File: src/rtl/sff_pkg.sv
package sff_pkg;

    localparam logic [7:0] OP_WREN  = 8'h06;
    localparam logic [7:0] OP_WRDI  = 8'h04;
    localparam logic [7:0] OP_RDSR  = 8'h05;
    localparam logic [7:0] OP_WRSR  = 8'h01;
    localparam logic [7:0] OP_READ  = 8'h03;
    localparam logic [7:0] OP_PROG  = 8'h02;
    localparam logic [7:0] OP_ERASE = 8'hD8;

    typedef enum logic [1:0] {
        TX_NONE = 2'd0,
        TX_STAT = 2'd1,
        TX_DATA = 2'd2
    } tx_mode_e;

endpackage

File: src/rtl/sff_sync.sv
module sff_sync #(
    parameter int          W       = 3,
    parameter int          STAGES  = 2,
    parameter logic [W-1:0] RST_VAL = '0
) (
    input  logic         clk,
    input  logic         rst_n,
    input  logic [W-1:0] din,
    output logic [W-1:0] dout
);
    typedef logic [STAGES-1:0][W-1:0] chain_t;

    chain_t chain_d, chain_q;

    always_comb begin
        chain_d[0] = din;
        for (int i = 1; i < STAGES; i++) begin
            chain_d[i] = chain_q[i-1];
        end
    end

    always_ff @(posedge clk or negedge rst_n) begin
        if (!rst_n) begin
            for (int i = 0; i < STAGES; i++) begin
                chain_q[i] <= RST_VAL;
            end
        end else begin
            chain_q <= chain_d;
        end
    end

    assign dout = chain_q[STAGES-1];

endmodule

File: src/rtl/sff_prot.sv
module sff_prot #(
    parameter int SECT_W = 3
) (
    input  logic [2:0]        bp,
    input  logic [SECT_W-1:0] sector,
    output logic              prot
);
    localparam int NSECT = 1 << SECT_W;

    logic [SECT_W:0] span;
    logic [SECT_W:0] lim;

    always_comb begin
        prot = 1'b0;
        span = '0;
        lim  = '0;
        if (bp[2]) begin
            prot = 1'b1;
        end else if (bp[1:0] != 2'd0) begin
            span = (SECT_W+1)'(NSECT >> (4 - int'(bp[1:0])));
            lim  = (SECT_W+1)'(NSECT) - span;
            prot = ({1'b0, sector} >= lim);
        end
    end

endmodule

File: src/rtl/sff_status.sv
module sff_status #(
    parameter int BUSY_CYCLES = 1000
) (
    input  logic       clk,
    input  logic       rst_n,
    input  logic       set_wel,
    input  logic       clr_wel,
    input  logic       start,
    input  logic       bp_we,
    input  logic [2:0] bp_wdata,
    output logic       busy,
    output logic       wel,
    output logic [2:0] bp
);
    localparam int CNT_W = $clog2(BUSY_CYCLES + 1);

    typedef struct packed {
        logic             busy;
        logic             wel;
        logic [2:0]       bp;
        logic [CNT_W-1:0] cnt;
    } stat_t;

    stat_t d, q;

    always_comb begin
        d = q;
        if (set_wel) d.wel = 1'b1;
        if (clr_wel) d.wel = 1'b0;
        if (bp_we)   d.bp  = bp_wdata;
        if (start) begin
            d.busy = 1'b1;
            d.cnt  = CNT_W'(BUSY_CYCLES - 1);
        end else if (q.busy) begin
            if (q.cnt == '0) begin
                d.busy = 1'b0;
                d.wel  = 1'b0;
            end else begin
                d.cnt = q.cnt - 1'b1;
            end
        end
    end

    always_ff @(posedge clk or negedge rst_n) begin
        if (!rst_n) q <= '0;
        else        q <= d;
    end

    assign busy = q.busy;
    assign wel  = q.wel;
    assign bp   = q.bp;


    start_idle_chk: assert property (@(posedge clk) disable iff (!rst_n)
        start |-> !q.busy);


    busy_end_wel_chk: assert property (@(posedge clk) disable iff (!rst_n)
        $fell(q.busy) |-> !q.wel);

endmodule

File: src/rtl/spi_flash_frontend.sv
module spi_flash_frontend
    import sff_pkg::*;
#(
    parameter int ADDR_W      = 19,
    parameter int SECT_W      = 3,
    parameter int BUSY_CYCLES = 1000,
    parameter int SYNC_STAGES = 2
) (
    input  logic              clk,
    input  logic              rst_n,
    input  logic              cs_n,
    input  logic              sck,
    input  logic              di,
    output logic              do_o,
    output logic              mem_rd,
    output logic              mem_prog,
    output logic              mem_erase,
    output logic [ADDR_W-1:0] mem_addr,
    output logic [7:0]        mem_wdata,
    input  logic [7:0]        mem_rdata
);
    localparam logic [2:0] HDR_BYTES  = 3'd4;
    localparam logic [2:0] PROG_BYTES = 3'd5;
    localparam logic [2:0] WRSR_BYTES = 3'd2;

    typedef struct packed {
        logic              cs_prev;
        logic              sck_prev;
        logic [2:0]        bit_idx;
        logic [2:0]        nbytes;
        logic [6:0]        sh_in;
        logic [7:0]        opcode;
        logic              ignore;
        logic [ADDR_W-1:0] addr;
        logic [7:0]        data;
        tx_mode_e          tx_mode;
        logic [2:0]        tx_bit;
        logic [7:0]        tx_sh;
        logic              do_bit;
        logic [ADDR_W-1:0] rd_addr;
        logic              rd_pend;
        logic [7:0]        rd_buf;
        logic              rd;
        logic              prog;
        logic              erase;
        logic [ADDR_W-1:0] maddr;
        logic [7:0]        wdata;
    } cmd_t;

    cmd_t d, q;

    logic [2:0] pins_s;
    logic       cs_s, sck_s, di_s;
    logic       busy, wel;
    logic [2:0] bp;
    logic       prot;
    logic       set_wel, clr_wel, start, bp_we;
    logic [2:0] bp_wdata;

    sff_sync #(
        .W       (3),
        .STAGES  (SYNC_STAGES),
        .RST_VAL (3'b100)
    ) u_sync (
        .clk  (clk),
        .rst_n(rst_n),
        .din  ({cs_n, sck, di}),
        .dout (pins_s)
    );

    assign cs_s  = pins_s[2];
    assign sck_s = pins_s[1];
    assign di_s  = pins_s[0];

    sff_prot #(.SECT_W(SECT_W)) u_prot (
        .bp    (bp),
        .sector(q.addr[ADDR_W-1 -: SECT_W]),
        .prot  (prot)
    );

    sff_status #(.BUSY_CYCLES(BUSY_CYCLES)) u_status (
        .clk     (clk),
        .rst_n   (rst_n),
        .set_wel (set_wel),
        .clr_wel (clr_wel),
        .start   (start),
        .bp_we   (bp_we),
        .bp_wdata(bp_wdata),
        .busy    (busy),
        .wel     (wel),
        .bp      (bp)
    );

    logic              cs_rise, sck_rise, sck_fall;
    logic [7:0]        byte_v;
    logic [7:0]        tx_byte;
    logic [ADDR_W-1:0] addr_new;
    logic              ign_new;

    always_comb begin
        d        = q;
        set_wel  = 1'b0;
        clr_wel  = 1'b0;
        start    = 1'b0;
        bp_we    = 1'b0;
        bp_wdata = q.data[4:2];
        byte_v   = {q.sh_in, di_s};
        tx_byte  = '0;
        addr_new = {q.addr[ADDR_W-9:0], byte_v};
        ign_new  = 1'b0;

        cs_rise  = cs_s & ~q.cs_prev;
        sck_rise = sck_s & ~q.sck_prev;
        sck_fall = ~sck_s & q.sck_prev;

        d.cs_prev  = cs_s;
        d.sck_prev = sck_s;
        d.rd       = 1'b0;
        d.prog     = 1'b0;
        d.erase    = 1'b0;
        d.rd_pend  = q.rd;
        if (q.rd_pend) d.rd_buf = mem_rdata;

        if (cs_s) begin
            // end of command: only whole-byte commands take effect
            if (cs_rise && !q.ignore && q.bit_idx == 3'd0) begin
                unique case (q.opcode)
                    OP_WREN: if (q.nbytes != 3'd0) set_wel = 1'b1;
                    OP_WRDI: if (q.nbytes != 3'd0) clr_wel = 1'b1;
                    OP_WRSR: begin
                        if (q.nbytes >= WRSR_BYTES && wel) begin
                            bp_we = 1'b1;
                            start = 1'b1;
                        end
                    end
                    OP_PROG: begin
                        if (q.nbytes >= PROG_BYTES && wel) begin
                            if (prot) begin
                                clr_wel = 1'b1;
                            end else begin
                                d.prog  = 1'b1;
                                d.maddr = q.addr;
                                d.wdata = q.data;
                                start   = 1'b1;
                            end
                        end
                    end
                    OP_ERASE: begin
                        if (q.nbytes >= HDR_BYTES && wel) begin
                            if (prot) begin
                                clr_wel = 1'b1;
                            end else begin
                                d.erase = 1'b1;
                                d.maddr = q.addr;
                                start   = 1'b1;
                            end
                        end
                    end
                    default: ;
                endcase
            end
            d.bit_idx = '0;
            d.nbytes  = '0;
            d.opcode  = '0;
            d.ignore  = 1'b0;
            d.tx_mode = TX_NONE;
            d.tx_bit  = '0;
            d.do_bit  = 1'b0;
        end else begin
            if (sck_rise) begin
                d.sh_in   = byte_v[6:0];
                d.bit_idx = q.bit_idx + 1'b1;
                if (q.bit_idx == 3'd7) begin
                    if (q.nbytes != 3'd7) d.nbytes = q.nbytes + 1'b1;
                    if (q.nbytes == 3'd0) begin
                        ign_new  = busy && (byte_v != OP_RDSR);
                        d.opcode = byte_v;
                        d.ignore = ign_new;
                        if (!ign_new && byte_v == OP_RDSR) begin
                            d.tx_mode = TX_STAT;
                            d.tx_bit  = '0;
                        end
                    end else if (!q.ignore) begin
                        if (q.opcode == OP_WRSR || q.nbytes >= HDR_BYTES) begin
                            d.data = byte_v;
                        end
                        if (q.opcode != OP_WRSR && q.nbytes < HDR_BYTES) begin
                            d.addr = addr_new;
                        end
                        if (q.opcode == OP_READ && q.nbytes == 3'd3) begin
                            d.rd      = 1'b1;
                            d.maddr   = addr_new;
                            d.rd_addr = addr_new;
                            d.tx_mode = TX_DATA;
                            d.tx_bit  = '0;
                        end
                    end
                end
            end
            if (sck_fall && q.tx_mode != TX_NONE) begin
                d.tx_bit = q.tx_bit + 1'b1;
                if (q.tx_bit == 3'd0) begin
                    tx_byte = (q.tx_mode == TX_STAT) ? {3'b000, bp, wel, busy} : q.rd_buf;
                    d.do_bit = tx_byte[7];
                    d.tx_sh  = {tx_byte[6:0], 1'b0};
                    if (q.tx_mode == TX_DATA) begin
                        d.rd_addr = q.rd_addr + 1'b1;
                        d.maddr   = q.rd_addr + 1'b1;
                        d.rd      = 1'b1;
                    end
                end else begin
                    d.do_bit = q.tx_sh[7];
                    d.tx_sh  = {q.tx_sh[6:0], 1'b0};
                end
            end
        end
    end

    always_ff @(posedge clk or negedge rst_n) begin
        if (!rst_n) q <= '0;
        else        q <= d;
    end

    assign do_o      = q.do_bit;
    assign mem_rd    = q.rd;
    assign mem_prog  = q.prog;
    assign mem_erase = q.erase;
    assign mem_addr  = q.maddr;
    assign mem_wdata = q.wdata;


    idle_do_chk: assert property (@(posedge clk) disable iff (!rst_n)
        cs_s |=> !do_o);


    strobe_onehot_chk: assert property (@(posedge clk) disable iff (!rst_n)
        $onehot0({mem_rd, mem_prog, mem_erase}));


    modify_wel_chk: assert property (@(posedge clk) disable iff (!rst_n)
        (mem_prog || mem_erase) |-> wel);


    modify_busy_chk: assert property (@(posedge clk) disable iff (!rst_n)
        (mem_prog || mem_erase) |-> busy);


    all_prot_chk: assert property (@(posedge clk) disable iff (!rst_n)
        (mem_prog || mem_erase) |-> !bp[2]);


    prog_after_cs_chk: assert property (@(posedge clk) disable iff (!rst_n)
        mem_prog |-> cs_s);

endmodule

File: config.mk
export PLATFORM = sky130hd
export DESIGN_NAME = spi_flash_frontend
export DESIGN_NICKNAME = d
export VERILOG_FILES = /design/src/rtl/sff_pkg.sv /design/src/rtl/sff_sync.sv /design/src/rtl/sff_prot.sv /design/src/rtl/sff_status.sv /design/src/rtl/spi_flash_frontend.sv
export SDC_FILE = /design/constraint.sdc
export NUM_CORES = 1
export LEC_CHECK = 0
export ABC_AREA = 0
export BUFFER_PORTS_ARGS = -buffer_cell sky130_fd_sc_hd__buf_4
export CAP_MARGIN = 20
export CORE_MARGIN = 2
export CORE_UTILIZATION = 40
export CTS_CLUSTER_DIAMETER = 150
export CTS_CLUSTER_SIZE = 14
export DETAILED_ROUTE_END_ITERATION = 8
export PLACE_DENSITY_LB_ADDON = 0.15
export SYNTH_ARGS = -nofsm -noshare
export SYNTH_HDL_FRONTEND = slang
export SYNTH_HIERARCHICAL = 1
export SYNTH_SLANG_ARGS = --single-unit
File: constraint.sdc
create_clock -name clk -period 3.3 [get_ports clk]
set_input_delay 0 -clock clk [delete_from_list [all_inputs] [get_ports clk]]
set_output_delay 0 -clock clk [all_outputs]
set_load 0.05 [all_outputs]
* Word level (Yosys, flattened, before mapping) *
Cells that the tools add are included.

operators by class
  equality and inequality tests = 25
  add/sub/neg operators = 7
  muxes and demuxes = 85
  shift-type cells = 1
  bitwise logic cells = 10
  reduce and logical (&&, ||, !) cells = 41
  $lt $le $gt $ge = 5

operators by type and width
  operator                                             number
  two-way mux 19 bit                                   17
  two-way mux 27 bit                                   3
  two-way mux 54 bit                                   1
  two-way mux 41 bit                                   1
  two-way mux 20 bit                                   2
  case mux 19 bit (2 select lines)                     1
  two-way mux 1 bit                                    36
  two-way mux 32 bit                                   1
  >> shifter 4 x 32 -> 4 bit, first input constant     1
  two-way mux 31 bit                                   1
  two-way mux 10 bit                                   3
  two-way mux 29 bit                                   1
  two-way mux 9 bit                                    3
  equality test 8 x 3 -> 1 bit, second input constant  3
  two-way mux 8 bit                                    3
  two-way mux 5 bit                                    4
  adder 19 x 1 -> 19 bit, second input constant        1
  inequality test 3 bit, second input constant         6
  AND reduction 6 bit                                  3
  equality test 8 x 2 -> 1 bit, second input constant  2
  nonzero test 2 bit                                   8
  AND reduction 5 bit                                  3
  nonzero test 3 bit                                   4
  logical AND 1 bit                                    10
  32 further kinds                                     56

word-level totals
  input port bits = 13
  output and inout port bits = 31
  logic and storage cells = 201
  flip-flop bits (word level) = 144

* Longest topological paths before layout *
  depth in word-level cells = 15
  mapped depth = 16
  mapped depth without buffers = 13

* Hierarchy *
The synthesis kept the hierarchy.

modules (own cells, without submodules)
  module              seq. area each (sq um)  times used  area each (sq um)  cells an instance
  spi_flash_frontend  3052.9                  1           6443.7             633
  sff_status          375.4                   1           762.0              72
  sff_sync            152.6                   1           152.6              6
  sff_prot            0.0                     1           123.9              17

* Worst setup path before layout *
Ideal clock, no wire load.

  kind = register to register
  start = reg u_status.q (netlist bit u_status/bp[1])
  end = reg q (netlist bit mem_addr[10])
  cell stages (with the launch flop) = 16
  clock period less this slack = 2.658 ns
  path slack = 0.642 ns
  setup time = 0.095 ns
  required time = 3.205 ns
  path buffers = 3
  arrival time = 2.562 ns
  cells stage by stage = dfrtp_1 > buf_4 > inv_1 > ha_1 > inv_1 > ha_1 > or2_1 > a21oi_1 > a21oi_1 > and3b_1 > nand4_1 > a21oi_1 > buf_2 > buf_2 > a21oi_1 > o31ai_1

between the ends
  cells in the longest elaborated chain, start to end = 8
  elaborated cells on any way between the ends = 10
  those cells by class = add/sub: 2; order compare: 1; eq/ne: 2; shift: 1; mux: 2; reduce/logical: 2

ends and longest elaborated chain
  what                                    line                       RTL
  from (decl)                             sff_status.sv:24           stat_t d, q;
  from (signal assigned)                  sff_status.sv:45           if (!rst_n) q <= '0;
  from (signal assigned)                  sff_status.sv:46           else q <= d;
  subtractor 3 x 2 -> 4 bit               sff_prot.sv:20             span = (SECT_W+1)'(NSECT >> (4 - int'(bp[1:0])));
  >> shifter 4 x 32 -> 4 bit              sff_prot.sv:20
  subtractor 4 bit                        sff_prot.sv:21             lim = (SECT_W+1)'(NSECT) - span;
  >= comparator 3 x 4 -> 1 bit            sff_prot.sv:22             prot = ({1'b0, sector} >= lim);
  two-way mux 1 bit *                     sff_prot.sv:19             end else if (bp[1:0] != 2'd0) begin
  two-way mux 1 bit *                     sff_prot.sv:17             if (bp[2]) begin
  via prot                                spi_flash_frontend.sv:56   logic prot;
  inequality test 3 bit (no source line)  --
  AND reduction 6 bit (no source line) *  --
  to (signal assigned)                    spi_flash_frontend.sv:220  if (!rst_n) q <= '0;
  to (signal assigned)                    spi_flash_frontend.sv:221  else q <= d;
  to (decl)                               spi_flash_frontend.sv:50   cmd_t d, q;

Mark *: on every way through the listed nets, which the timed path passes. The rest lies on a longest branch.
A chain may end at the register's enable or synchronous reset.

* Final worst setup path *
  start = reg u_status.q (netlist bit u_status/bp[0])
  end = reg q (netlist bit mem_addr[10])

Same word-level chain as after synthesis.

==> qor.txt <==
Routed Wire Length = 18700 um
Die H = 141 um
RSZ-0062 raised after global routing = false
Die Width = 141 um
placed cell count = 954
routed via count = 5694
Max Clock Freq = 341 MHz
Power Total = 0.00421 W
initial antenna violation count = 0
top cell type's share of synthesized area = 0.472
Tcrit/Tclk final = 0.890
1st-iter DRT viols = 485
nets@finish = 784
post-route ant nets = 0
DP HPWL = 12900 um
vias in the first global route = 5755
Main synth FF type = dfrtp_1
Synth Instances = 728
gr usage total = 0.199
starting density of the core = 0.404
Max Clock Skew = 0.0153 ns
Switching Share = 0.231
synth top area cells = dfrtp_1, mux2_2, a21oi_1, ha_1, nor2_1
Comb pwr share = 0.045
clk root buf = clkbuf_16
clock sink count = 143
grt total ovfl = 0
CP Capture Type = flip-flop
Total Neg Setup Slack = 0 ns
largest net degree at the start of global routing = 109
worst skew pair latency = 0.43 ns
I/O Buffers = 43
H-tree depth = 4
Area Overhead vs Synth = 15.4%
Die ar. = 19800 sq um
top post-synthesis cells by count = dfrtp_1, nor2_1, nand2_1
Setup violations, final = 0
synthesis-stage register bit count = 143
Slew Limit Fails = 0
Psw = 0.000970 W
clock share of power = 0.506
number of synthesized flops with an enable pin = 0
num rows = 50
WP data required = 3.63 ns
routed len/inst = 18.8 um
I/O pins = 44
Critical Path Start Type = flip-flop
share of layout cells above drive strength 1 = 0.208
library cells used by synthesis = 78
CTS Buffer Depth = 2
Hold Path Class = primary input to asynchronous set/reset pin
drt pass-1 iters = 5
Ant. Diodes = 0
placer congestion estimate = 0.809
Fillers = 1709
crit-path max FO = 20
Worst-path clk slew = 0.06 ns
first-pass GRT wire length = 31000 um
post-layout min period = 2.94 ns
Worst Tran Pin Value = 0.843 ns
CTS Buf Count = 17
Setup Crit Path Kind = flip-flop to flip-flop
sequential area share after synthesis = 0.479
Yosys warning total = 6
core footprint = 18500 sq um
# DRC = 0
average vias per placed instance = 5.70
Int Pwr = 0.00324 W
maxcap violations = 0
Setup Buffers After CTS = 0
CTS tree = done
Worst R2R Path Depth = 14
Final Hold Fails = 0
CP arrival = 3.26 ns
Max-slew headroom = 0.435
syn_area_per_cell = 10.3 sq um
Lkg Pwr = 3.90 nW
maximum VDD drop = 0.000314 V
Post-synth ARST share = 1.00
Reg power frac = 0.448
pwr/cell area = 488 nW/um^2
Cell Area, Synth = 7480 sq um
non-filler cells, final = 999
status = finished clean
Min Hold Slack = 0.0272 ns
cell taking the most area after synthesis = dfrtp_1
Synth Net Count = 760
cell with the most instances after synthesis = dfrtp_1
-- worst max-delay path, stage by stage (launching register included) --
cell and delay [ns]:
dfrtp_1 0.42, inv_1 0.08, ha_1 0.17, inv_1 0.07
ha_1 0.18, or2_1 0.20, a21oi_1 0.14, a21oi_1 0.09
and3b_1 0.26, nand4_1 0.28, a21oi_1 0.22, buf_4 0.29
a221o_1 0.18, a21oi_1 0.04, o31ai_1 0.22
-- repair_timing --
item / 4_1_cts / 5_1_grt
endpoints found under the setup margin: 0 / 5
resized for setup: 0 / 1
hold endpoints to repair: 115 / 0
hold buffers: 12 / 0
-- power by group through the flow --
stage          logic, W  clock network [W]  registers [W]
6_report       0.000191            0.00213        0.00189
5_1_grt        0.000212            0.00225        0.00190
4_1_cts        0.000191            0.00217        0.00189
3_5_place_dp   0.000179                  0        0.00192
3_3_place_gp   0.000176                  0        0.00192
2_1_floorplan  0.000108                  0        0.00187
-- per-layer routing --
layer  GRT usage  wire length [um]  part of all wire  vias to the layer above
li1            -                 -                 -                     2650
met1       0.264              8370              0.45                     2870
met2       0.328              9250              0.49                      157
met3      0.0363               803             0.043                       17
met4      0.0705               329             0.018                        0
met5           0                 0                 0                        -
-- final cells by class --
type / instances / area [sq um] / share of cell area
Tap cell: 234 / 293 / 0.0339
Multi-Input combinational cell: 500 / 3460 / 0.400
Sequential cell: 143 / 3580 / 0.415
Timing Repair Buffer: 69 / 572 / 0.0662
Clock inverter: 13 / 210 / 0.0243
Inverter: 21 / 78.8 / 0.00913
Clock buffer: 19 / 443 / 0.0513
-- cells by family after synthesis --
| kind of cell | Yosys count | share of synthesized area |
|---|---|---|
| compound gates | 179 | 0.153 |
| xor+xnor | 18 | 0.0211 |
| fa+ha+maj | 19 | 0.0318 |
| buf+inv | 85 | 0.0609 |
| flops | 143 | 0.479 |
| mux | 67 | 0.0993 |
| simple gates | 217 | 0.155 |
-- placed cells by master (no fill, tap or decap), types with 9 or more instances in the layout --
master / n
a21oi_1: 48
a22o_1: 9
buf_4: 55
clkbuf_16: 17
dfrtp_1: 141
dlygate4sd3_1: 12
ha_1: 19
inv_1: 20
mux2_2: 46
mux2i_1: 12
nand2_1: 50
nand3_1: 24
nor2_1: 62
nor3_1: 14
o21ai_0: 33
o21ai_1: 20
xnor2_1: 13
-- flip-flops by register name, summed over array words and instances, names as in the netlist, 3 cells and up --
signal	count
q	70
mem_addr	19
addr_new	18
u_status/q	10
mem_wdata	8
bp_wdata	3
u_status/bp	3
u_sync/chain_d	3
u_sync/dout	3
-- per-stage QoR --
stage	instance area (sq um)	util	setup WS [ns]
after global placement	7830	0.423	0.406
after global routing	8630	0.466	0.167
final	8630	0.466	0.363
after floorplan	7480	-	0.642
after CTS	8600	0.465	0.215
after detailed placement	7830	0.423	0.235
-- worst paths after layout --
kind                              startpoint                 to  slack, ns
max                           u_status/bp[0]       mem_addr[10]       0.36
min                                    rst_n              q[57]       0.03
max reg2reg                   u_status/bp[0]       mem_addr[10]       0.36
min reg2reg                u_sync/chain_d[4]     u_sync/dout[1]       0.35
max in group asynchronous              rst_n     u_sync/dout[2]       2.55
min in group clk                         sck  u_sync/chain_d[4]       0.22
No activity file was read; power rests on OpenSTA's default activity.
